===== src/rtl/simd_mv_pkg.sv =====
package simd_mv_pkg;
  localparam int unsigned NREG_DEF   = 8;
  localparam int unsigned DATA_W_DEF = 64;

  localparam logic [7:0] OPC_LD32 = 8'h6E;
  localparam logic [7:0] OPC_ST32 = 8'h7E;
  localparam logic [7:0] OPC_LD64 = 8'h6F;
  localparam logic [7:0] OPC_ST64 = 8'h7F;
  localparam logic [1:0] MOD_REG  = 2'b11;

  typedef enum logic [2:0] {
    MV_LD32,
    MV_ST32,
    MV_LD64,
    MV_ST64,
    MV_BAD
  } mv_kind_e;

  typedef enum logic [1:0] {
    FLT_NONE = 2'd0,
    FLT_UD   = 2'd1,
    FLT_NM   = 2'd2,
    FLT_MF   = 2'd3
  } flt_code_e;

  typedef struct packed {
    mv_kind_e kind;
    logic     known;
    logic     wide;
    logic     rm_reg;
  } mv_ctl_t;
endpackage


===== src/rtl/simd_mv_decode.sv =====
module simd_mv_decode
  import simd_mv_pkg::*;
(
  input  logic [7:0] opc,
  input  logic [1:0] mode,
  output mv_ctl_t    ctl
);
  always_comb begin
    ctl.rm_reg = (mode == MOD_REG);
    unique case (opc)
      OPC_LD32: begin ctl.kind = MV_LD32; ctl.known = 1'b1; ctl.wide = 1'b0; end
      OPC_ST32: begin ctl.kind = MV_ST32; ctl.known = 1'b1; ctl.wide = 1'b0; end
      OPC_LD64: begin ctl.kind = MV_LD64; ctl.known = 1'b1; ctl.wide = 1'b1; end
      OPC_ST64: begin ctl.kind = MV_ST64; ctl.known = 1'b1; ctl.wide = 1'b1; end
      default:  begin ctl.kind = MV_BAD;  ctl.known = 1'b0; ctl.wide = 1'b0; end
    endcase
  end
endmodule


===== src/rtl/simd_mv_fault.sv =====
module simd_mv_fault
  import simd_mv_pkg::*;
(
  input  logic      known,
  input  logic      em,
  input  logic      ts,
  input  logic      fp,
  output flt_code_e code
);
  always_comb begin
    if (em || !known)  code = FLT_UD;
    else if (ts)       code = FLT_NM;
    else if (fp)       code = FLT_MF;
    else               code = FLT_NONE;
  end
endmodule


===== src/rtl/simd_mv_rf.sv =====
module simd_mv_rf #(
  parameter int unsigned NREG     = 8,
  parameter int unsigned DATA_W   = 64,
  parameter int unsigned RD_PORTS = 3,
  localparam int unsigned IDX_W   = $clog2(NREG)
) (
  input  logic              clk,
  input  logic              rst_n,
  input  logic              we,
  input  logic [IDX_W-1:0]  widx,
  input  logic [DATA_W-1:0] wdata,
  input  logic [IDX_W-1:0]  ridx  [RD_PORTS],
  output logic [DATA_W-1:0] rdata [RD_PORTS]
);
  logic [DATA_W-1:0] ent_q [NREG];

  for (genvar g = 0; g < NREG; g++) begin : g_ent
    logic              ent_en;
    logic [DATA_W-1:0] ent_d;

    always_comb begin
      ent_en = we && (widx == IDX_W'(g));
      ent_d  = ent_en ? wdata : ent_q[g];
    end

    always_ff @(posedge clk or negedge rst_n) begin
      if (!rst_n)      ent_q[g] <= '0;
      else if (ent_en) ent_q[g] <= ent_d;
    end
  end

  for (genvar r = 0; r < RD_PORTS; r++) begin : g_rd
    assign rdata[r] = ent_q[ridx[r]];
  end
endmodule


===== src/rtl/simd_move_unit.sv =====
module simd_move_unit
  import simd_mv_pkg::*;
#(
  parameter int unsigned NREG   = NREG_DEF,
  parameter int unsigned DATA_W = DATA_W_DEF,
  localparam int unsigned IDX_W  = $clog2(NREG),
  localparam int unsigned HALF_W = DATA_W / 2
) (
  input  logic              clk,
  input  logic              rst_n,
  input  logic              op_valid_i,
  output logic              op_ready_o,
  input  logic [7:0]        opc_i,
  input  logic [1:0]        mod_i,
  input  logic [IDX_W-1:0]  reg_i,
  input  logic [IDX_W-1:0]  rm_i,
  input  logic [HALF_W-1:0] int_rdata_i,
  input  logic [DATA_W-1:0] ld_data_i,
  input  logic              ctl_em_i,
  input  logic              ctl_ts_i,
  input  logic              fp_pend_i,
  output logic              int_we_o,
  output logic [IDX_W-1:0]  int_widx_o,
  output logic [HALF_W-1:0] int_wdata_o,
  output logic              mem_req_o,
  output logic              mem_we_o,
  output logic              mem_wide_o,
  output logic [DATA_W-1:0] mem_wdata_o,
  output logic              flt_valid_o,
  output logic [1:0]        flt_code_o,
  input  logic [IDX_W-1:0]  peek_idx_i,
  output logic [DATA_W-1:0] peek_data_o
);
  localparam int unsigned PORT_A = 0;
  localparam int unsigned PORT_B = 1;
  localparam int unsigned PORT_P = 2;

  logic              rdy_q, rdy_d;
  mv_ctl_t           ctl;
  flt_code_e         code;
  logic              take, go;
  logic              rf_we;
  logic [IDX_W-1:0]  rf_widx;
  logic [DATA_W-1:0] rf_wdata;
  logic [IDX_W-1:0]  rf_ridx  [3];
  logic [DATA_W-1:0] rf_rdata [3];
  logic [DATA_W-1:0] src_a, src_b;

  always_comb rdy_d = 1'b1;

  always_ff @(posedge clk or negedge rst_n) begin
    if (!rst_n) rdy_q <= 1'b0;
    else        rdy_q <= rdy_d;
  end

  simd_mv_decode u_dec (
    .opc  (opc_i),
    .mode (mod_i),
    .ctl  (ctl)
  );

  simd_mv_fault u_flt (
    .known (ctl.known),
    .em    (ctl_em_i),
    .ts    (ctl_ts_i),
    .fp    (fp_pend_i),
    .code  (code)
  );

  always_comb begin
    rf_ridx[PORT_A] = reg_i;
    rf_ridx[PORT_B] = rm_i;
    rf_ridx[PORT_P] = peek_idx_i;
  end

  simd_mv_rf #(
    .NREG     (NREG),
    .DATA_W   (DATA_W),
    .RD_PORTS (3)
  ) u_rf (
    .clk   (clk),
    .rst_n (rst_n),
    .we    (rf_we),
    .widx  (rf_widx),
    .wdata (rf_wdata),
    .ridx  (rf_ridx),
    .rdata (rf_rdata)
  );

  assign src_a       = rf_rdata[PORT_A];
  assign src_b       = rf_rdata[PORT_B];
  assign peek_data_o = rf_rdata[PORT_P];
  assign op_ready_o  = rdy_q;

  always_comb begin
    take = op_valid_i && rdy_q;
    go   = take && (code == FLT_NONE);

    flt_valid_o = take && (code != FLT_NONE);
    flt_code_o  = flt_valid_o ? code : FLT_NONE;

    rf_we    = 1'b0;
    rf_widx  = reg_i;
    rf_wdata = '0;
    int_we_o    = 1'b0;
    int_widx_o  = rm_i;
    int_wdata_o = src_a[HALF_W-1:0];
    mem_req_o   = go && !ctl.rm_reg;
    mem_we_o    = 1'b0;
    mem_wide_o  = ctl.wide;
    mem_wdata_o = ctl.wide ? src_a : {{HALF_W{1'b0}}, src_a[HALF_W-1:0]};

    unique case (ctl.kind)
      MV_LD32: begin
        rf_we    = go;
        rf_wdata = {{HALF_W{1'b0}},
                    ctl.rm_reg ? int_rdata_i : ld_data_i[HALF_W-1:0]};
      end
      MV_LD64: begin
        rf_we    = go;
        rf_wdata = ctl.rm_reg ? src_b : ld_data_i;
      end
      MV_ST32: begin
        int_we_o = go && ctl.rm_reg;
        mem_we_o = go && !ctl.rm_reg;
      end
      MV_ST64: begin
        rf_we    = go && ctl.rm_reg;
        rf_widx  = rm_i;
        rf_wdata = src_a;
        mem_we_o = go && !ctl.rm_reg;
      end
      default: begin
        rf_we = 1'b0;
      end
    endcase
  end
endmodule


===== config.mk =====
export PLATFORM = sky130hd
export DESIGN_NAME = simd_move_unit
export DESIGN_NICKNAME = d
export VERILOG_FILES = /design/src/rtl/simd_mv_pkg.sv /design/src/rtl/simd_mv_decode.sv /design/src/rtl/simd_mv_fault.sv /design/src/rtl/simd_mv_rf.sv /design/src/rtl/simd_move_unit.sv
export SDC_FILE = /design/constraint.sdc
export NUM_CORES = 1
export LEC_CHECK = 0
export BUFFER_PORTS_ARGS = -buffer_cell sky130_fd_sc_hd__buf_2
export CAP_MARGIN = 10
export CORE_MARGIN = 4
export CORE_UTILIZATION = 46
export DETAILED_ROUTE_END_ITERATION = 7
export GPL_ROUTABILITY_DRIVEN = 0
export PLACE_DENSITY_LB_ADDON = 0.08
export SETUP_SLACK_MARGIN = 0.3
export SLEW_MARGIN = 30
export SYNTH_ARGS = -nofsm -noshare
export SYNTH_HDL_FRONTEND = slang
export SYNTH_HIERARCHICAL = 1
export SYNTH_SLANG_ARGS = --single-unit

===== constraint.sdc =====
create_clock -name clk -period 2.6 [get_ports clk]
set_input_delay 0.26 -clock clk [delete_from_list [all_inputs] [get_ports clk]]
set_output_delay 0.26 -clock clk [all_outputs]
set_load 0.02 [all_outputs]

==> metrics.txt, run 1 <==
vias in the first global route=23500; H-Tree Depth=2; CTS root buffer=clkbuf_16; IO Pins=292; leakage=0.0187 µW; NumNets Final=2615; first-pass GRT wire length=153 mm; synthesized cell area=32600 µm²; CTS sink cnt=513; CTS buffer count=60; Post-Syn Area per Cell=15.5 µm²; total die area=75300 µm²; Setup Skew=24.1 ps; drt wl/cell=29.1 µm; Peak supply drop=0.489 mV; initial antenna violation count=1; Syn-to-layout area delta=24.7%; Worst Max-Slew Pin Slew=845 ps; max-cap violations=0; routed wire length=101 mm; run status=completed; maximum number of pins on one net before global-route repair=87; via count=22100; CTS max path bufs=3; Worst slew margin=43.7%; Die Span Y=274 µm; ANT nets after route=0; Yosys cell types=35; post-synth top area share=39.3%; Worst-path clk slew=60 ps; Pwr Density=459 nW/µm²; crit path launch type=flop; period utilization=91.3%; vias per cell=6.35; Synth area leader=dfrtp_1; dpl cells=3247; final hold slack=195 ps; Initial DRC Count=1753; 1st-pass router iterations=5; critical path data arrival time=2110 ps; synth top area cells=dfrtp_1, mux4_2, mux2_2; non-filler instance count after layout=3486; Tot GR Track Use=26.8%; WP data required=2340 ps; core area=70100 µm²; critical path capture point type=primary output; Synth Net Count=2221; Final WS setup=227 ps; DRC viols=0; initial cell density of the core=46.5%; number of warnings issued by yosys=6; fmax=421 MHz; Final HPWL DP=64.4 mm; crit path kind=reg2out; clk_lat worst skew=640 ps; Power, Total=18700 µW; CTS tree=yes; Seq/Total Area, Yosys=39.3%; max-slew violation count=0; Tmin final=2370 ps; dominant register cell in the synthesized netlist=dfrtp_1; number of synthesized flops with an enable pin=0; FILL cells=5579; dpl ws=-464 ps; Gate Count Post-Synth=2100; Finish-stage setup viols=0; RSZ-0062 raised after global routing=true; Overflow after GRT=0; port bufs=291; width of the die=274 µm; num rows=97; worst-path fanout max=4; post-synthesis register bit count=513; Synth async-reset ratio=100%; fraction of layout cells with a size suffix above 1=70.6%; Fin. Hold Viols=0; Hold Path Class=in2async
## worst paths after layout
kind / end / startpoint / depth (start not counted) / slack, ps
setup / recovery: mem_wdata_o[43] / u_rf/ent_q[299]$_DFFE_PN0P_ / 4 / 230
hold / removal: u_rf/ent_q[409]$_DFFE_PN0P_ / rst_n / 2 / 190
setup reg to reg: u_rf/ent_q[70]$_DFFE_PN0P_ / u_rf/ent_q[454]$_DFFE_PN0P_ / 5 / 350
hold reg to reg: u_rf/ent_q[84]$_DFFE_PN0P_ / u_rf/ent_q[84]$_DFFE_PN0P_ / 1 / 540
max in group asynchronous: u_rf/ent_q[35]$_DFFE_PN0P_ / rst_n / 4 / 1430
min in group clk: u_rf/ent_q[404]$_DFFE_PN0P_ / ld_data_i[20] / 5 / 240
## where the power goes
group / internal, µW / switching (µW)
logic: 582 / 854
registers: 7990 / 1.57
clock network: 5700 / 3570
total: 14300 / 4430
## layout make-up
cell class,count,area (µm²),share of cell area (%)
well taps,940,1180,2.89
diodes,1,2.50,0.00615
clock inverters,32,463,1.14
repair buffers,563,5230,12.9
multi-input cells,1356,19300,47.4
flip-flops and latches,513,12800,31.5
clock buffers,81,1710,4.20
## cell usage after synthesis (2+ instances only)
cell and n:
mux2_2 704, dfrtp_1 513, mux4_2 384, buf_2 71, buf_4 56, clkbuf_1 37, nand2_1 36, buf_6 35
and2_1 34, a21oi_1 32, a22oi_1 32, a32oi_1 32, buf_1 32, mux2i_1 32, o21ai_1 32, nor2_1 8
and4bb_2 3, mux2_1 3, nand3_1 3, nand4b_1 3, and3_1 2, nand2b_1 2, nor4b_1 2
## kinds of logic (layout without fill, tap and decap cells)
family / Yosys count / after routing / share of synthesized area, %
simple gates: 103 / 103 / 1.84
flops: 513 / 513 / 39.3
buf+inv: 231 / 676 / 4.38
compound gates: 129 / 129 / 2.60
other cells: 1 / 2 / 0.0115
mux: 1123 / 1123 / 51.9
## layout by cell type (no fill, tap or decap), types with 3 or more instances in the layout
| master | count |
|---|---|
| buf_12 | 70 |
| mux2i_1 | 32 |
| o21ai_1 | 31 |
| buf_6 | 124 |
| mux2_2 | 503 |
| and4bb_4 | 3 |
| a21oi_1 | 30 |
| nor2_4 | 3 |
| mux2_4 | 204 |
| buf_4 | 179 |
| nand2_1 | 36 |
| and2_1 | 16 |
| clkbuf_16 | 63 |
| and2_4 | 16 |
| clkinvlp_4 | 5 |
| a22oi_1 | 31 |
| a32oi_1 | 32 |
| nor2_1 | 4 |
| buf_8 | 4 |
| dfrtp_1 | 512 |
| mux4_2 | 384 |
| clkbuf_1 | 9 |
| nand4b_1 | 3 |
| clkinv_2 | 12 |
| buf_2 | 180 |
| bufinv_16 | 11 |
| clkbuf_8 | 12 |
## state kept, by name, indices dropped and copies added (netlist names)
signal	count
op_ready_o	1
u_rf/ent_q	512
## per-layer routing
metal | vias up | GRT usage [%] | part of all wire [%]
met5 | - | 0 | 0
met4 | 0 | 6.92 | 2.2
met3 | 154 | 4.15 | 5.6
met2 | 760 | 43.8 | 49
met1 | 12000 | 37.8 | 43
li1 | 9184 | - | -
## metrics by stage
stage	instance area (µm²)	utilization [%]	TNS, ps
5_1_grt	40700	58.0	0
6_report	40700	58.0	0
3_3_place_gp	36400	51.9	-173380
4_1_cts	39600	56.4	0
2_1_floorplan	33400	-	-981
3_5_place_dp	36400	51.9	-144150
## critical path, cell delays in order, from the launching register on
cell,delay (ps)
dfrtp_1,400
mux4_2,490
mux2_4,300
and2_1,170
buf_6,140
## what timing repair did
action | 4_1_cts | 5_1_grt
hold buffers | 1 | 0
endpoints found under the hold margin | 49 | 0
pin swaps | 0 | 2
buffers inserted | 72 | 50
resized for setup | 144 | 206
gates cloned | 0 | 2
setup endpoints to repair | 148 | 357
(Power assumes the default switching activity.)
==> run 2: changes to the inputs <==
- ABC_AREA: unset -> 1
==> run 2 against run 1 <==
Against the previous run:
- critical path depth up 5
- setup slack improved by 170 ps
- via count rose by 90%
- global-route usage is 6.3 points higher
- sequential cell count did not move
- first-iteration DRC count rose to 2.6 times the previous value
- synthesized cell count rose to 3.1 times the previous value
- non-clock buffer count decreased by 60
- critical endpoint is now peek_data_o[20]
- largest power group unchanged
- highest routed layer is now met5
==> metrics.txt, run 2 <==
Worst slew margin=52.4% (was 43.7%); Synth Net Count=6625 (was 2221); Synth top cells by count=nand2_1, nand3_1, inv_1 (was mux2_2, dfrtp_1, mux4_2); routed wire length=148 mm (was 101 mm); max-cap violations=0 (unchanged); run status=completed (unchanged); number of flip-flops under the largest register name=512 (unchanged); most frequent cells in the layout=nand2_1, nand3_1, inv_1, dfrtp_1, o21ai_0 (was dfrtp_1, mux2_2, mux4_2, mux2_4, buf_2); Clk pwr share=46.1% (was 49.6%); ANT nets after route=0 (unchanged); Simple-Gate Fraction of Synth Area=45.5% (was 1.84%); Flop pwr share=37.2% (was 42.7%); Finish-stage setup viols=0 (unchanged); Die Span Y=295 µm (was 274 µm); Post-Syn Area per Cell=5.82 µm² (was 15.5 µm²); critical path data arrival time=1940 ps (was 2110 ps); DRC viols=0 (unchanged); hold path start=ld_data_i[62]; Power, Total=21500 µW (was 18700 µW); Sw Pwr=6340 µW (was 4430 µW); 1st-pass router iterations=7 (was 5); post-synth top area share=33.9% (was 39.3%); Net Sw Frac=29.6% (was 23.7%); Worst-path clk slew=50 ps (was 60 ps); Fin. Hold Viols=0 (unchanged); initial antenna violation count=2 (was 1); NumNets Final=6711 (was 2615); Tot GR Track Use=33.1% (was 26.8%); clk_lat worst skew=610 ps (was 640 ps); vias per cell=5.45 (was 6.35); Syn-to-layout area delta=14.6% (was 24.7%); total die area=87000 µm² (was 75300 µm²); Synth async-reset ratio=100% (unchanged); RSZ-0062 raised after global routing=false (was true); post-synthesis register bit count=513 (unchanged); crit path kind=in2out (was reg2out); Peak supply drop=0.380 mV (was 0.489 mV); Initial DRC Count=4488 (was 1753); dominant register cell in the synthesized netlist=dfrtp_1 (unchanged); post-synthesis adder-cell area fraction=0% (unchanged); CTS root buffer=clkbuf_16 (unchanged); fmax=455 MHz (was 421 MHz); xor/xnor share of the synthesized area=0% (unchanged); Pwr Density=494 nW/µm² (was 459 nW/µm²); first-pass GRT wire length=226 mm (was 153 mm); Tmin final=2200 ps (was 2370 ps); count leader, synth=nand2_1 (was mux2_2); WP data required=2340 ps (about the same); max-slew violation count=0 (unchanged); crit path from=peek_idx_i[0] (was u_rf/ent_q[299]$_DFFE_PN0P_); Hold Path Class=in2reg (was in2async); worst r2r src=op_ready_o$_DFF_PN0_ (was u_rf/ent_q[454]$_DFFE_PN0P_); Final HPWL DP=89.9 mm (was 64.4 mm); Seq/Total Area, Yosys=33.9% (was 39.3%); multiplexer share of the synthesized area=0% (was 51.9%); number of warnings issued by yosys=6 (unchanged); commonest non-fill, non-tap cell in the layout=nand2_1 (was dfrtp_1); Gate Count Post-Synth=6504 (was 2100); initial cell density of the core=46.7% (was 46.5%); H-Tree Depth=3 (was 2); Setup Skew=13.7 ps (was 24.1 ps); CTS buffer count=68 (was 60); width of the die=295 µm (was 274 µm); Overflow after GRT=0 (unchanged); port bufs=291 (unchanged); setup TNS=0 ps (unchanged); core area=81100 µm² (was 70100 µm²); critical path capture point type=primary output (unchanged); CTS sink cnt=513 (unchanged); IO Pins=292 (unchanged); Logic pwr share=16.6% (was 7.7%); leakage=0.0246 µW (was 0.0187 µW); Synth area leader=dfrtp_1 (unchanged); CTS tree=yes (unchanged); period utilization=84.6% (was 91.3%); Yosys cell types=28 (was 35); num rows=104 (was 97); via count=42000 (was 22100); Worst Max-Slew Pin Slew=714 ps (was 845 ps); largest family of logic cells by synthesized area=simple AND/OR/NAND/NOR gates (was multiplexers); Top reg by flops=u_rf/ent_q (unchanged); synthesized cell area=37900 µm² (was 32600 µm²); drt wl/cell=19.2 µm (was 29.1 µm); CTS max path bufs=3 (unchanged); maximum number of pins on one net before global-route repair=106 (was 87); vias in the first global route=38600 (was 23500); Internal Pwr Total=15100 µW (was 14300 µW); synth top area cells=dfrtp_1, nand2_1, nand3_1 (was dfrtp_1, mux4_2, mux2_2); number of synthesized flops with an enable pin=0 (unchanged); fraction of layout cells with a size suffix above 1=10.0% (was 70.6%); crit path launch type=input pin (was flop); FILL cells=8516 (was 5579); worst-path fanout max=104 (was 4); post-synthesis compound-gate area fraction=7.44% (was 2.60%)
## run 2: final cells by class
type | instances | area, µm² | share of cell area (%)
flip-flops and latches | 513 | 12800 | 29.6
clock inverters | 21 | 259 | 0.596
clock buffers | 100 | 2070 | 4.76
well taps | 1060 | 1330 | 3.05
multi-input cells | 4831 | 20100 | 46.3
inverters | 673 | 2580 | 5.94
diodes | 1 | 2.50 | 0.00576
repair buffers | 503 | 4240 | 9.75
## run 2: logic make-up (layout without fill, tap and decap cells)
group,count (synthesis),in the layout
AOI/OAI and AO/OA,548,548
and+or+nand+nor,4282,4282
other,1,2
DFF,513,513
buffers and inverters,1160,1297
## run 2: power groups by stage
stage	Clock, µW	Combinational, µW	Sequential [µW]
after detailed placement	0	3490	8130
after global routing	10400	3870	7980
after global placement	0	3480	8130
after CTS	10100	3510	7990
final	9900	3570	7990
after floorplan	0	2120	8130
## run 2: timing repair
item                                    in CTS  in global routing
hold endpoints to repair                   418                  0
gates cloned                                 0                  1
resized for setup                            1                  2
buffers inserted                             0                  2
endpoints found under the setup margin       1                 69
hold buffers                                 1                  0
pin swaps                                    0                  1
## run 2: per-layer routing
metal	GRT usage (%)	up-vias	wire length [µm]
li1	-	20100	-
met1	45.8	19400	62500
met2	51.1	2193	63900
met3	6.55	370	15600
met4	13.3	2	6120
met5	0	-	13
## run 2: critical path, cell delays in order
cell and delay, ps:
buf_8 120, buf_16 390, buf_4 410, nand2_1 90
nand3_1 90, nand2_1 70, nand2_1 50, nand2_1 140
buf_2 200
## run 2: stage by stage
stage	utilization [%]	hold WS, ps	area (µm²)	instances	setup slack, ps
final	53.6	82.7	43400	7702	401
after global routing	53.6	131	43400	7701	293
after CTS	53.5	51.7	43400	7698	343
after detailed placement	50.6	148	41000	7576	-129
after global placement	50.6	150	41000	7574	-102
after floorplan	-	-35.6	37900	6504	287
## run 2: final timing paths
check	to	slack, ps	cells past startpoint
max	peek_data_o[20]	400	9
max in group asynchronous	u_rf/ent_q[260]$_DFFE_PN0P_	1590	4
min in group asynchronous	u_rf/ent_q[137]$_DFFE_PN0P_	130	2
min	u_rf/ent_q[62]$_DFFE_PN0P_	80	7
min reg2reg	u_rf/ent_q[504]$_DFFE_PN0P_	480	2
max reg2reg	u_rf/ent_q[17]$_DFFE_PN0P_	480	11
